<file path="src/rtl/evt_uart_pkg.sv">
package evt_uart_pkg;

    // word indices of the register map (bus byte address >> 2)
    localparam int IDX_DATA = 0;
    localparam int IDX_DIV  = 1;
    localparam int IDX_STAT = 2;
    localparam int IDX_CTRL = 3;
    localparam int IDX_DBG  = 4;

    // status word bit positions
    localparam int ST_EMPTY = 0;
    localparam int ST_RXEV  = 1;
    localparam int ST_TXEV  = 2;

    // control word bit positions
    localparam int CT_RXIE  = 0;
    localparam int CT_TXIE  = 1;

    typedef enum logic [1:0] {
        RX_IDLE,
        RX_START,
        RX_DATA,
        RX_STOP
    } rx_phase_e;

endpackage

</file>
<file path="src/rtl/evt_uart_tx.sv">
module evt_uart_tx #(
    parameter int DIV_W     = 16,
    parameter int DATA_BITS = 8
) (
    input  logic                 clk,
    input  logic                 rst_n,
    input  logic                 start,
    input  logic [DATA_BITS-1:0] byte_in,
    input  logic [DIV_W-1:0]     div,
    output logic                 txd,
    output logic                 busy,
    output logic                 done
);
    localparam int FRAME_W = DATA_BITS + 2;
    localparam int CNT_W   = $clog2(FRAME_W);
    localparam logic [CNT_W-1:0] LAST_BIT = CNT_W'(FRAME_W - 1);

    typedef struct packed {
        logic               busy;
        logic [FRAME_W-1:0] frame;
        logic [CNT_W-1:0]   bit_n;
        logic [DIV_W-1:0]   tick;
        logic               done;
    } tx_st_t;

    localparam tx_st_t TX_RST = '{busy: 1'b0, frame: '1, bit_n: '0, tick: '0, done: 1'b0};

    tx_st_t st_d, st_q;

    always_comb begin
        st_d      = st_q;
        st_d.done = 1'b0;
        if (!st_q.busy) begin
            if (start) begin
                st_d.busy  = 1'b1;
                st_d.frame = {1'b1, byte_in, 1'b0};
                st_d.bit_n = '0;
                st_d.tick  = div;
            end
        end else if (st_q.tick == '0) begin
            st_d.tick = div;
            if (st_q.bit_n == LAST_BIT) begin
                st_d.busy = 1'b0;
                st_d.done = 1'b1;
            end else begin
                st_d.frame = {1'b1, st_q.frame[FRAME_W-1:1]};
                st_d.bit_n = st_q.bit_n + 1'b1;
            end
        end else begin
            st_d.tick = st_q.tick - 1'b1;
        end
    end

    always_ff @(posedge clk or negedge rst_n) begin
        if (!rst_n) st_q <= TX_RST;
        else        st_q <= st_d;
    end

    assign txd  = st_q.busy ? st_q.frame[0] : 1'b1;
    assign busy = st_q.busy;
    assign done = st_q.done;

endmodule

</file>
<file path="src/rtl/evt_uart_rx.sv">
module evt_uart_rx
    import evt_uart_pkg::*;
#(
    parameter int DIV_W     = 16,
    parameter int DATA_BITS = 8
) (
    input  logic                 clk,
    input  logic                 rst_n,
    input  logic                 rxd,
    input  logic [DIV_W-1:0]     div,
    output logic                 byte_valid,
    output logic [DATA_BITS-1:0] byte_out
);
    localparam int CNT_W = (DATA_BITS > 1) ? $clog2(DATA_BITS) : 1;
    localparam logic [CNT_W-1:0] LAST_BIT = CNT_W'(DATA_BITS - 1);

    typedef struct packed {
        logic [2:0]           sh;      // [0],[1] synchroniser, [2] previous line
        rx_phase_e            phase;
        logic [DIV_W-1:0]     tick;
        logic [CNT_W-1:0]     bit_n;
        logic [DATA_BITS-1:0] shreg;
        logic                 valid;
        logic [DATA_BITS-1:0] data;
    } rx_st_t;

    localparam rx_st_t RX_RST = '{sh: 3'b111, phase: RX_IDLE, tick: '0, bit_n: '0,
                                  shreg: '0, valid: 1'b0, data: '0};

    rx_st_t st_d, st_q;
    logic   line;

    assign line = st_q.sh[1];

    always_comb begin
        st_d       = st_q;
        st_d.sh    = {st_q.sh[1:0], rxd};
        st_d.valid = 1'b0;
        unique case (st_q.phase)
            RX_IDLE: begin
                if (st_q.sh[2] && !line) begin
                    st_d.phase = RX_START;
                    st_d.tick  = div >> 1;
                end
            end
            RX_START: begin
                if (st_q.tick == '0) begin
                    if (!line) begin
                        st_d.phase = RX_DATA;
                        st_d.tick  = div;
                        st_d.bit_n = '0;
                    end else begin
                        st_d.phase = RX_IDLE;
                    end
                end else begin
                    st_d.tick = st_q.tick - 1'b1;
                end
            end
            RX_DATA: begin
                if (st_q.tick == '0) begin
                    st_d.shreg = {line, st_q.shreg[DATA_BITS-1:1]};
                    st_d.tick  = div;
                    if (st_q.bit_n == LAST_BIT) st_d.phase = RX_STOP;
                    else                        st_d.bit_n = st_q.bit_n + 1'b1;
                end else begin
                    st_d.tick = st_q.tick - 1'b1;
                end
            end
            RX_STOP: begin
                if (st_q.tick == '0) begin
                    st_d.phase = RX_IDLE;
                    if (line) begin
                        st_d.valid = 1'b1;
                        st_d.data  = st_q.shreg;
                    end
                end else begin
                    st_d.tick = st_q.tick - 1'b1;
                end
            end
            default: st_d.phase = RX_IDLE;
        endcase
    end

    always_ff @(posedge clk or negedge rst_n) begin
        if (!rst_n) st_q <= RX_RST;
        else        st_q <= st_d;
    end

    assign byte_valid = st_q.valid;
    assign byte_out   = st_q.data;

endmodule

</file>
<file path="src/rtl/evt_uart_regs.sv">
module evt_uart_regs
    import evt_uart_pkg::*;
#(
    parameter int ADDR_W    = 8,
    parameter int DATA_W    = 32,
    parameter int DIV_W     = 16,
    parameter int DATA_BITS = 8
) (
    input  logic                 clk,
    input  logic                 rst_n,
    input  logic                 wr,
    input  logic [ADDR_W-3:0]    widx,
    input  logic [DATA_W-1:0]    wdata,
    output logic [DATA_W-1:0]    rdata,
    input  logic                 rx_valid,
    input  logic [DATA_BITS-1:0] rx_byte,
    input  logic                 tx_done,
    output logic                 tx_start,
    output logic [DATA_BITS-1:0] tx_byte,
    output logic [DIV_W-1:0]     div,
    output logic                 irq,
    output logic                 rx_ev,
    output logic                 tx_ev,
    output logic [DATA_BITS-1:0] rx_data
);
    localparam int WIDX_W = ADDR_W - 2;
    localparam logic [WIDX_W-1:0] W_DATA = WIDX_W'(IDX_DATA);
    localparam logic [WIDX_W-1:0] W_DIV  = WIDX_W'(IDX_DIV);
    localparam logic [WIDX_W-1:0] W_STAT = WIDX_W'(IDX_STAT);
    localparam logic [WIDX_W-1:0] W_CTRL = WIDX_W'(IDX_CTRL);
    localparam logic [WIDX_W-1:0] W_DBG  = WIDX_W'(IDX_DBG);

    typedef struct packed {
        logic [DATA_BITS-1:0] data;
        logic [DIV_W-1:0]     div;
        logic                 rx_ev;
        logic                 tx_ev;
        logic [DATA_W-1:0]    ctrl;
        logic [DATA_W-1:0]    dbg;
    } reg_st_t;

    localparam reg_st_t REG_RST = '{data: '0, div: '0, rx_ev: 1'b0, tx_ev: 1'b0,
                                   ctrl: '0, dbg: '0};

    reg_st_t st_d, st_q;
    logic    wr_stat;

    assign wr_stat = wr && (widx == W_STAT);

    always_comb begin
        st_d = st_q;
        if (wr) begin
            unique case (widx)
                W_DIV:   st_d.div  = wdata[DIV_W-1:0];
                W_CTRL:  st_d.ctrl = wdata;
                W_DBG:   st_d.dbg  = wdata;
                default: ;
            endcase
        end
        // write-one-to-clear first, hardware set afterwards so set wins
        if (wr_stat && wdata[ST_RXEV]) st_d.rx_ev = 1'b0;
        if (wr_stat && wdata[ST_TXEV]) st_d.tx_ev = 1'b0;
        if (rx_valid && !st_q.rx_ev) begin
            st_d.data  = rx_byte;
            st_d.rx_ev = 1'b1;
        end
        if (tx_done) st_d.tx_ev = 1'b1;
    end

    always_ff @(posedge clk or negedge rst_n) begin
        if (!rst_n) st_q <= REG_RST;
        else        st_q <= st_d;
    end

    always_comb begin
        rdata = '0;
        unique case (widx)
            W_DATA:  rdata = DATA_W'(st_q.data);
            W_DIV:   rdata = DATA_W'(st_q.div);
            W_STAT: begin
                rdata[ST_EMPTY] = 1'b1;
                rdata[ST_RXEV]  = st_q.rx_ev;
                rdata[ST_TXEV]  = st_q.tx_ev;
            end
            W_CTRL:  rdata = st_q.ctrl;
            W_DBG:   rdata = st_q.dbg;
            default: rdata = '0;
        endcase
    end

    assign tx_start = wr && (widx == W_DATA);
    assign tx_byte  = wdata[DATA_BITS-1:0];
    assign div      = st_q.div;
    assign irq      = (st_q.ctrl[CT_RXIE] && st_q.rx_ev) || (st_q.ctrl[CT_TXIE] && st_q.tx_ev);
    assign rx_ev    = st_q.rx_ev;
    assign tx_ev    = st_q.tx_ev;
    assign rx_data  = st_q.data;

endmodule

</file>
<file path="src/rtl/evt_uart.sv">
module evt_uart #(
    parameter int ADDR_W    = 8,
    parameter int DATA_W    = 32,
    parameter int DIV_W     = 16,
    parameter int DATA_BITS = 8
) (
    input  logic              clk,
    input  logic              rst_n,
    input  logic              bus_wr,
    input  logic [ADDR_W-1:0] bus_addr,
    input  logic [DATA_W-1:0] bus_wdata,
    output logic [DATA_W-1:0] bus_rdata,
    input  logic              rxd,
    output logic              txd,
    output logic              irq
);
    logic                 tx_start, tx_busy, tx_done;
    logic [DATA_BITS-1:0] tx_byte;
    logic                 rx_valid;
    logic [DATA_BITS-1:0] rx_byte;
    logic [DIV_W-1:0]     div;
    logic                 rx_ev, tx_ev;
    logic [DATA_BITS-1:0] rx_data;

    evt_uart_regs #(
        .ADDR_W(ADDR_W), .DATA_W(DATA_W), .DIV_W(DIV_W), .DATA_BITS(DATA_BITS)
    ) u_regs (
        .clk      (clk),
        .rst_n    (rst_n),
        .wr       (bus_wr),
        .widx     (bus_addr[ADDR_W-1:2]),
        .wdata    (bus_wdata),
        .rdata    (bus_rdata),
        .rx_valid (rx_valid),
        .rx_byte  (rx_byte),
        .tx_done  (tx_done),
        .tx_start (tx_start),
        .tx_byte  (tx_byte),
        .div      (div),
        .irq      (irq),
        .rx_ev    (rx_ev),
        .tx_ev    (tx_ev),
        .rx_data  (rx_data)
    );

    evt_uart_tx #(.DIV_W(DIV_W), .DATA_BITS(DATA_BITS)) u_tx (
        .clk     (clk),
        .rst_n   (rst_n),
        .start   (tx_start),
        .byte_in (tx_byte),
        .div     (div),
        .txd     (txd),
        .busy    (tx_busy),
        .done    (tx_done)
    );

    evt_uart_rx #(.DIV_W(DIV_W), .DATA_BITS(DATA_BITS)) u_rx (
        .clk        (clk),
        .rst_n      (rst_n),
        .rxd        (rxd),
        .div        (div),
        .byte_valid (rx_valid),
        .byte_out   (rx_byte)
    );

endmodule

</file>
<file path="config.mk">
export PLATFORM = sky130hd
export DESIGN_NAME = evt_uart
export DESIGN_NICKNAME = d
export VERILOG_FILES = /design/src/rtl/evt_uart_pkg.sv /design/src/rtl/evt_uart_tx.sv /design/src/rtl/evt_uart_rx.sv /design/src/rtl/evt_uart_regs.sv /design/src/rtl/evt_uart.sv
export SDC_FILE = /design/constraint.sdc
export NUM_CORES = 1
export LEC_CHECK = 0
export BUFFER_PORTS_ARGS = -buffer_cell sky130_fd_sc_hd__buf_4
export CORE_MARGIN = 1
export CORE_UTILIZATION = 60
export DETAILED_ROUTE_END_ITERATION = 6
export PLACE_DENSITY_LB_ADDON = 0.08
export SLEW_MARGIN = 20
export SYNTH_ARGS = -nofsm -noshare
export SYNTH_HDL_FRONTEND = slang
export SYNTH_HIERARCHICAL = 1
export SYNTH_SLANG_ARGS = --single-unit
</file>
<file path="constraint.sdc">
create_clock -name clk -period 4.5 [get_ports clk]
set_clock_uncertainty 0.15 [all_clocks]
set_input_delay 0.225 -clock clk [delete_from_list [all_inputs] [get_ports clk]]
set_output_delay 0.225 -clock clk [all_outputs]
set_load 0.01 [all_outputs]
</file>
==> impl_metrics.json, run 1 <==
{
  "initialDrtViolationCount": 638,
  "gr-usage-all-layers_pct": 29.8,
  "critical_path.endpoint_type": "flip-flop",
  "area_growth_pct": 15.3,
  "hold_ws_ns": 0.0862,
  "switching_share_pct": 33.2,
  "hpwlAfterDp_um": 13800,
  "placement_rows": 43,
  "die_height_um": 122,
  "crit_arrival_ns": 3.12,
  "setup.reg_to_reg.worst_slack_ns": 1.53,
  "relSlewSlack_pct": 32.5,
  "hold_path_class": "input port to flip-flop",
  "top_level_ports": 78,
  "required_ns": 4.65,
  "period_minus_slack_ns": 2.97,
  "floorplan.die.width_um": 122,
  "clock_insertion_delay_worst_skew_ns": 0.43,
  "worst_slew_pin_slew_ns": 1.01,
  "floorplan.core_area_sq_um": 14000,
  "routed_wire_length_per_instance_um": 21.0,
  "combinational_share_of_power_pct": 22.6,
  "detail_route.vias_per_cell": 6.38,
  "mappedNetlistArea_sq_um": 8710,
  "power.density_cell_area_nw_per_um2": 454,
  "avg_cell_area_syn_sq_um": 11.4,
  "cts.sinks": 163,
  "clk_path_buf_depth": 2,
  "clockPowerShare_pct": 31.9,
  "post_synth_net_total": 814,
  "global_placement_routability_congestion": 0.855,
  "internal-power_mw": 3.04,
  "clock_tree_from_tritoncts": "yes",
  "post-route-period-util_pct": 66.0,
  "grt_max_degree": 89,
  "htree_num_levels": 4,
  "wire_length_of_the_first_global_routing_pass_um": 33800,
  "drt_pass1_iterations": 6,
  "timing.critical_path.fanout_max": 18,
  "worst_setup_path_start_kind": "flip-flop",
  "antenna_found_initial": 0,
  "globalRoute.totalOverflow": 0,
  "insertedDiodeCount": 0,
  "clock.fmax_ghz": 0.337,
  "netlist_instances": 762,
  "timing.setup.critical_path_class": "flip-flop to flip-flop",
  "cts_buffers": 17,
  "final_max_slew_viol_count": 0,
  "total_switching_power_mw": 1.51,
  "rsz0062_at_grt": "no",
  "drive_above_1_share_pct": 32.6,
  "report.final.hold_viol_count": 0,
  "port-buffer-count": 75,
  "p_leak_nw": 4.73,
  "yosysWarningCount": 6,
  "via_count": 6497,
  "dieArea_sq_um": 15000,
  "ant_nets": 0,
  "ir_drop_uv": 296,
  "grt_pass1_vias": 6306,
  "finalSetupViolCount": 0,
  "layout.nets": 877,
  "drv.max_cap_violation_count": 0,
  "seq_power_share_pct": 45.4,
  "postRouteWirelength_um": 21400,
  "final.setup.tns_ns": 0,
  "clock_edge_transition_at_the_registers_on_the_reported_setup_and_hold_paths_ns": 0.07,
  "post-route-drc-count": 0,
  "post_cts_buffers": 0,
  "clk_root_buffer_cell": "sky130_fd_sc_hd__clkbuf_16",
  "result_of_the_run": "completed",
  "floorplan.initialDensity_pct": 62.0
}
==> path summary, 6_finish.rpt <==
check | startpoint | to | depth (start not counted)
setup reg to reg | u_rx/st_q[20] | u_rx/st_q[34] | 7
max in group asynchronous | rst_n | u_tx/st_q[21] | 3
min in group asynchronous | rst_n | u_rx/st_q[32] | 2
hold reg to reg | u_rx/st_d[39] | u_rx/line | 0
hold / removal | bus_wr | u_regs/st_q[0] | 3
setup / recovery | u_rx/st_q[20] | u_rx/st_q[34] | 7
==> sequential cells by signal (all words and copies together) (netlist names), named ones only <==
signal           count
u_rx/byte_valid      1
u_tx/st_q           30
u_regs/st_q         64
u_tx/busy            1
u_rx/st_d            1
u_rx/line            1
u_regs/rx_data       8
u_regs/tx_ev         1
u_rx/byte_out        8
u_tx/done            1
u_regs/div          16
u_rx/st_q           29
u_regs/rx_ev         1
==> through the flow <==
stage | total power [mW] | worst slack [ns] | instance area, sq um | instances | utilization, %
after floorplan | 2.78 | 2.24 | 8710 | 762 | -
after global placement | 3.01 | 1.62 | 9110 | 952 | 64.8
after detailed placement | 3.06 | 1.60 | 9110 | 952 | 64.8
after CTS | 4.56 | 1.57 | 10000 | 1018 | 71.5
after global routing | 4.77 | 1.39 | 10000 | 1018 | 71.5
final | 4.56 | 1.53 | 10000 | 1018 | 71.5
==> power by group through the flow <==
stage / Sequential, mW / Combinational, mW / Clock [mW]
after floorplan: 1.94 / 0.848 / 0
after global placement: 2.06 / 0.946 / 0
after detailed placement: 2.08 / 0.983 / 0
after CTS: 2.06 / 1.02 / 1.48
after global routing: 2.10 / 1.13 / 1.54
final: 2.07 / 1.03 / 1.45
==> layer usage <==
layer	GRT usage, %	wire length (um)
met1	42.5	9860
met5	0	0
met2	45.4	9980
met4	9.91	437
met3	5.95	1090
==> repair_timing <==
action,CTS,global route
hold endpoints to repair,159,0
endpoints found under the setup margin,0,0
gates resized for setup,0,0
hold buffers,34,0
==> placed cells by master (no fill, tap or decap), drive strengths merged, types with 5 or more instances in the layout <==
cell and n:
nor4 12, nand3 17, a31oi 5, dfstp 13
or3 5, clkbuf 19, nand2 52, and3 7
dfrtp 150, clkinv 5, nor3 12, o31ai 5
nand4 6, o21ai 29, o211ai 5, o221a 8
a22o 22, ha 8, a221oi 5, a22oi 6
a21oi 18, or2 6, inv 33, buf 84
a222oi 13, mux2 105, dlygate4sd3 34, o22ai 11
nand2b 16, a221o 7, mux2i 9, nor2 41
==> critical path, stage by stage (launching register included) <==
cell                      delay [ns]
sky130_fd_sc_hd__dfrtp_1        0.41
sky130_fd_sc_hd__inv_1          0.13
sky130_fd_sc_hd__ha_1           0.18
sky130_fd_sc_hd__nor4b_4        0.33
sky130_fd_sc_hd__and4_1         0.71
sky130_fd_sc_hd__nor2_1         0.20
sky130_fd_sc_hd__and4_2         0.28
sky130_fd_sc_hd__or4_1          0.45
==> layout make-up <==
class,count,area (sq um)
Sequential cell,163,4100
Fill cell,972,4000
Tap cell,180,225
Clock buffer,19,453
Clock inverter,13,144
Multi-Input combinational cell,497,4050
Timing Repair Buffer,118,975
Inverter,28,105
Note: power is estimated with default switching activity, not from simulation.
==> inputs of run 2 (changes only) <==
Clock period 4.5 ns to 2.82 ns, I/O delays scaled along.
==> run 2 against run 1 <==
  * The run now ends with DRC left
  * Clock power increased by 55%
  * Via count up 1.8%
  * Cell area is 1.2% higher
  * Largest power group unchanged
  * Total power increased by 60%
  * Combinational power increased by 69%
  * Highest routed layer unchanged
  * Non-clock buffer count rose by 16
  * Global-route usage grew 0.71 points
  * Utilization increased by 0.87 points
  * Die area unchanged
==> impl_metrics.json, run 2 (synthesized netlist as in run 1, its figures left out) <==
{
  "result_of_the_run": "complete, but fails checks",
  "failing_checks": "DRC",
  "post-place-ws_ns": 0.363,
  "clock_insertion_delay_worst_skew_ns": 0.42,
  "drv.max_cap_violation_count": 0,
  "globalRoute.totalOverflow": 0,
  "floorplan.initialDensity_pct": 62.0,
  "hold-path-endpoint": "u_regs/tx_ev",
  "final.setup.tns_ns": 0,
  "final_max_slew_viol_count": 0,
  "report.final.hold_viol_count": 0,
  "layout.nets": 893,
  "post-route-period-util_pct": 89.0,
  "largest_regs": "u_regs/st_q x64, u_tx/st_q x30, u_rx/st_q x29",
  "relSlewSlack_pct": 51.9,
  "ant_nets": 0,
  "timing.critical_path.fanout_max": 6,
  "die_height_um": 122,
  "filler_cell_count": 980,
  "cp_cell_sequence": "inv_1, ha_1, or3b_1, or2_1, o211ai_1, a21oi_1, a311oi_1",
  "gr-usage-all-layers_pct": 30.5,
  "p_leak_nw": 4.82,
  "hold_start": "bus_addr[2]",
  "clock_tree_from_tritoncts": "yes",
  "initialDrtViolationCount": 640,
  "dpl_cell_area_sq_um": 9240,
  "power.density_cell_area_nw_per_um2": 716,
  "cts.sinks": 163,
  "detail_route.vias_per_cell": 6.40,
  "cpMaxStageDelayCell": "sky130_fd_sc_hd__or3b_1",
  "global_placement_routability_congestion": 0.890,
  "critical-path-max-stage-delay_ns": 0.50,
  "cts_buffers": 17,
  "worst_slew_pin_slew_ns": 0.718,
  "max_ffs_per_register": 64,
  "final_common_cell": "sky130_fd_sc_hd__dfrtp_1",
  "routed_wire_length_per_instance_um": 21.0,
  "postRouteWirelength_um": 21700,
  "worst_setup_path_start_kind": "flip-flop",
  "post-route-drc-count": 3,
  "required_ns": 2.97,
  "critical_path.endpoint_type": "flip-flop",
  "floorplan.die.width_um": 122,
  "post_cts_buffers": 0,
  "holdPathStages": 3,
  "hpwlAfterDp_um": 14400,
  "wire_length_of_the_first_global_routing_pass_um": 34700,
  "insertedDiodeCount": 0,
  "power.total_mw": 7.28,
  "finalSetupViolCount": 0,
  "period_minus_slack_ns": 2.51,
  "place.detailed.instances": 967,
  "area_growth_pct": 16.7,
  "floorplan.core_area_sq_um": 14000,
  "port-buffer-count": 75,
  "placement_rows": 43,
  "clk_path_buf_depth": 2,
  "r2r_cells": 7,
  "grt_pass1_vias": 6577,
  "max_flop_register": "u_regs/st_q",
  "timing.setup.critical_path_class": "flip-flop to flip-flop",
  "crit_arrival_ns": 2.66,
  "rr_startpoint": "u_rx/st_q[20]",
  "final_critical_path_setup_slack_ns": 0.309,
  "rsz0062_at_grt": "no",
  "hold_path_class": "input port to flip-flop",
  "top_level_ports": 78,
  "reg2reg_to": "u_rx/st_q[28]",
  "cts-resized-gates": 0,
  "clock_edge_transition_at_the_registers_on_the_reported_setup_and_hold_paths_ns": 0.07,
  "setup.reg_to_reg.worst_slack_ns": 0.31,
  "htree_num_levels": 4,
  "grt_max_degree": 67,
  "dieArea_sq_um": 15000,
  "worst_setup_path_startpoint": "u_rx/st_q[20]",
  "drive_above_1_share_pct": 33.6,
  "clock.fmax_ghz": 0.398,
  "drt_pass1_iterations": 7,
  "via_count": 6611,
  "layout.cells.most_common_list": "sky130_fd_sc_hd__dfrtp_1, sky130_fd_sc_hd__buf_4, sky130_fd_sc_hd__mux2_2",
  "ir_drop_uv": 554,
  "post_layout_nonfiller_instances": 1033,
  "final_area_sq_um": 10200,
  "clk_root_buffer_cell": "sky130_fd_sc_hd__clkbuf_16",
  "antenna_found_initial": 0
}
==> run 2: cell count changes in the layout (fill, tap and decap cells not counted), sizes merged <==
cell	previous run	this run
dlygate4sd3	34	35
clkinvlp	2	1
clkinv	5	3
inv	33	35
buf	84	99
==> run 2: worst max-delay path by stage <==
stage / to / cells after the start
after CTS: u_rx/st_q[28] / 7
after floorplan: u_rx/st_q[34] / 8
after global placement: u_rx/st_q[9] / 7
after detailed placement: u_rx/st_q[28] / 7
after global routing: u_rx/st_q[13] / 7
final: u_rx/st_q[28] / 7
==> run 2: worst max-delay path, delay by kind of cell, from the launching register on <==
kind | cells | cell delay [ns]
buf+inv | 1 | 0.14
flops | 1 | 0.40
simple gates | 2 | 0.85
compound gates | 3 | 0.65
fa+ha+maj | 1 | 0.20
==> run 2: metrics by stage <==
| step | utilization (%) | hold WS (ns) |
|---|---|---|
| final | 72.4 | 0.0225 |
| after global routing | 72.4 | 0.0250 |
| after CTS | 72.4 | 0.00845 |
| after detailed placement | 65.8 | -0.0565 |
| after global placement | 65.8 | -0.0642 |
| after floorplan | - | -0.305 |
==> run 2: repair_timing <==
action,in CTS,in global routing
endpoints found under the setup margin,0,0
hold buffers,35,0
hold endpoints to repair,242,0
==> run 2: layer usage <==
layer,wire length (um),track usage [%]
met4,276,8.23
met2,10600,49.6
met5,0,0
met3,1140,5.76
met1,9670,41.7
==> run 2: cell type report <==
class / count / area, sq um / area share, %
clock inverter: 12 / 119 / 1.17
tap: 180 / 225 / 2.22
timing repair buffer: 134 / 1120 / 11.0
clock buffer: 19 / 453 / 4.46
inverter: 28 / 105 / 1.03
multi-input combinational: 497 / 4050 / 39.8
sequential: 163 / 4100 / 40.3
==> run 2: where the power goes <==
group / total [mW] / switching, mW / internal [mW]
sequential: 3.29 / 0.528 / 2.76
clock: 2.25 / 0.971 / 1.28
combinational: 1.74 / 0.894 / 0.849
total: 7.28 / 2.39 / 4.89
==> inputs of run 3 (changes only) <==
Clock period 2.82 ns to 2.7 ns, I/O delays scaled along.
==> run 3 against run 2 <==
  * Sequential share of layout area fell by 0.30 points
  * The run now ends clean
  * Critical path depth unchanged
  * Cell area grew 0.74%
  * Largest cell class unchanged
==> impl_metrics.json, run 3 (synthesized netlist as in run 1, its figures left out) <==
{
  "finalSetupViolCount": 0,
  "reg2reg_to": "u_rx/st_q[14]",
  "global_placement_routability_congestion": 0.901,
  "htree_num_levels": 4,
  "required_ns": 2.86,
  "antenna_found_initial": 0,
  "final_area_sq_um": 10200,
  "globalRoute.totalOverflow": 0,
  "top_level_ports": 78,
  "clk_path_buf_depth": 2,
  "total_switching_power_mw": 2.53,
  "cp_cell_sequence": "inv_1, ha_1, nor4b_4, nand4_1, buf_12, nor2_2, mux2_2",
  "setup.reg_to_reg.worst_slack_ns": 0.22,
  "layout.cells.most_common_list": "sky130_fd_sc_hd__dfrtp_1, sky130_fd_sc_hd__buf_4, sky130_fd_sc_hd__mux2_2",
  "clock_tree_from_tritoncts": "yes",
  "post-route-drc-count": 0,
  "crit_arrival_ns": 2.63,
  "worst_slew_pin_slew_ns": 0.726,
  "timing.setup.critical_path_class": "flip-flop to flip-flop",
  "grt_pass1_vias": 6597,
  "clk_root_buffer_cell": "sky130_fd_sc_hd__clkbuf_16",
  "insertedDiodeCount": 0,
  "power.total_mw": 7.73,
  "rr_startpoint": "u_rx/st_q[20]",
  "initialDrtViolationCount": 686,
  "timing.critical_path.fanout_max": 24,
  "floorplan.die.width_um": 122,
  "hold_ws_ns": 0.162,
  "critical_path.endpoint_type": "flip-flop",
  "cts_buffers": 17,
  "switching_share_pct": 32.8,
  "worst_setup_path_start_kind": "flip-flop",
  "cts.sinks": 163,
  "floorplan.initialDensity_pct": 62.0,
  "post_cts_buffers": 0,
  "dieArea_sq_um": 15000,
  "post-route-period-util_pct": 91.8,
  "area_growth_pct": 17.6,
  "port-buffer-count": 75,
  "final_common_cell": "sky130_fd_sc_hd__dfrtp_1",
  "die_height_um": 122,
  "combinational_share_of_power_pct": 23.8,
  "max_flop_register": "u_regs/st_q",
  "filler_cell_count": 935,
  "wire_length_of_the_first_global_routing_pass_um": 34700,
  "placement_rows": 43,
  "final_max_slew_viol_count": 0,
  "ant_nets": 0,
  "r2r_cells": 7,
  "report.final.hold_viol_count": 0,
  "gr-usage-all-layers_pct": 30.4,
  "final.setup.tns_ns": 0,
  "routed_wire_length_per_instance_um": 20.8,
  "clockPowerShare_pct": 31.9,
  "floorplan.core_area_sq_um": 14000,
  "result_of_the_run": "completed",
  "clock.fmax_ghz": 0.403,
  "drv.max_cap_violation_count": 0,
  "clock_insertion_delay_worst_skew_ns": 0.42,
  "dpl_cell_area_sq_um": 9280,
  "hpwlAfterDp_um": 14400,
  "via_count": 6620,
  "drt_pass1_iterations": 5,
  "max_ffs_per_register": 64,
  "ir_drop_uv": 626,
  "clock_edge_transition_at_the_registers_on_the_reported_setup_and_hold_paths_ns": 0.07,
  "period_minus_slack_ns": 2.48,
  "grt_max_degree": 75,
  "hold_path_class": "input port to asynchronous set/reset pin",
  "cts-resized-gates": 0,
  "drive_above_1_share_pct": 33.6,
  "detail_route.vias_per_cell": 6.39,
  "p_leak_nw": 4.83,
  "relSlewSlack_pct": 51.6,
  "seq_power_share_pct": 44.3,
  "cpMaxStageDelayCell": "sky130_fd_sc_hd__dfrtp_1",
  "layout.nets": 895,
  "internal-power_mw": 5.19,
  "largest_regs": "u_regs/st_q x64, u_tx/st_q x30, u_rx/st_q x29",
  "postRouteWirelength_um": 21600,
  "rsz0062_at_grt": "no",
  "critical-path-max-stage-delay_ns": 0.41,
  "power.density_cell_area_nw_per_um2": 755
}
==> run 3: critical path: cells and delay by family (launching register included) <==
family | cells | cell delay, ns
multiplexers | 1 | 0.40
adder cells (fa/ha/maj) | 1 | 0.17
flip-flops | 1 | 0.41
AND/OR/NAND/NOR | 3 | 0.86
buffers and inverters | 2 | 0.36
==> run 3: worst max-delay path by stage <==
stage                             start             to  slack (ns)  cells after the start
after floorplan           u_rx/st_q[20]  u_rx/st_q[34]        0.44                      8
after global placement    u_rx/st_q[20]   u_rx/st_q[9]        0.34                      7
after detailed placement  u_rx/st_q[20]  u_rx/st_q[14]        0.25                      7
after CTS                 u_rx/st_q[20]  u_rx/st_q[14]        0.24                      7
after global routing      u_rx/st_q[20]  u_rx/st_q[14]        0.11                      7
final                     u_rx/st_q[20]  u_rx/st_q[14]        0.22                      7
==> run 3: what timing repair did <==
item	in CTS	in global routing
setup endpoints to repair	0	0
hold buffers	36	0
hold endpoints to repair	160	0
==> run 3: power groups by stage <==
stage | combinational (mW) | clock (mW) | sequential (mW)
2_1_floorplan | 1.41 | 0 | 3.23
3_3_place_gp | 1.69 | 0 | 3.41
3_5_place_dp | 1.76 | 0 | 3.44
4_1_cts | 1.81 | 2.51 | 3.40
5_1_grt | 2.01 | 2.62 | 3.48
6_report | 1.84 | 2.47 | 3.42
==> run 3: layout make-up <==
class	count	area, sq um	area share, %
clock inverter	14	175	1.71
clock buffer	18	429	4.19
timing repair buffer	136	1160	11.4
inverter	28	105	1.03
sequential	163	4100	40.0
multi-input combinational	497	4050	39.5
tap	180	225	2.20
==> run 3: per-layer routing <==
layer | vias up | track usage, % | part of all wire, %
li1 | 2968 | - | -
met1 | 3340 | 41.5 | 43
met2 | 269 | 46.9 | 48
met3 | 43 | 6.74 | 6.3
met4 | 0 | 12.5 | 2.5
met5 | - | 0 | 0
==> run 3: metrics by stage <==
stage / util, % / instances / setup slack, ns
2_1_floorplan: - / 762 / 0.436
3_3_place_gp: 66.1 / 968 / 0.345
3_5_place_dp: 66.1 / 968 / 0.252
4_1_cts: 72.9 / 1036 / 0.240
5_1_grt: 72.9 / 1036 / 0.110
6_report: 72.9 / 1036 / 0.221
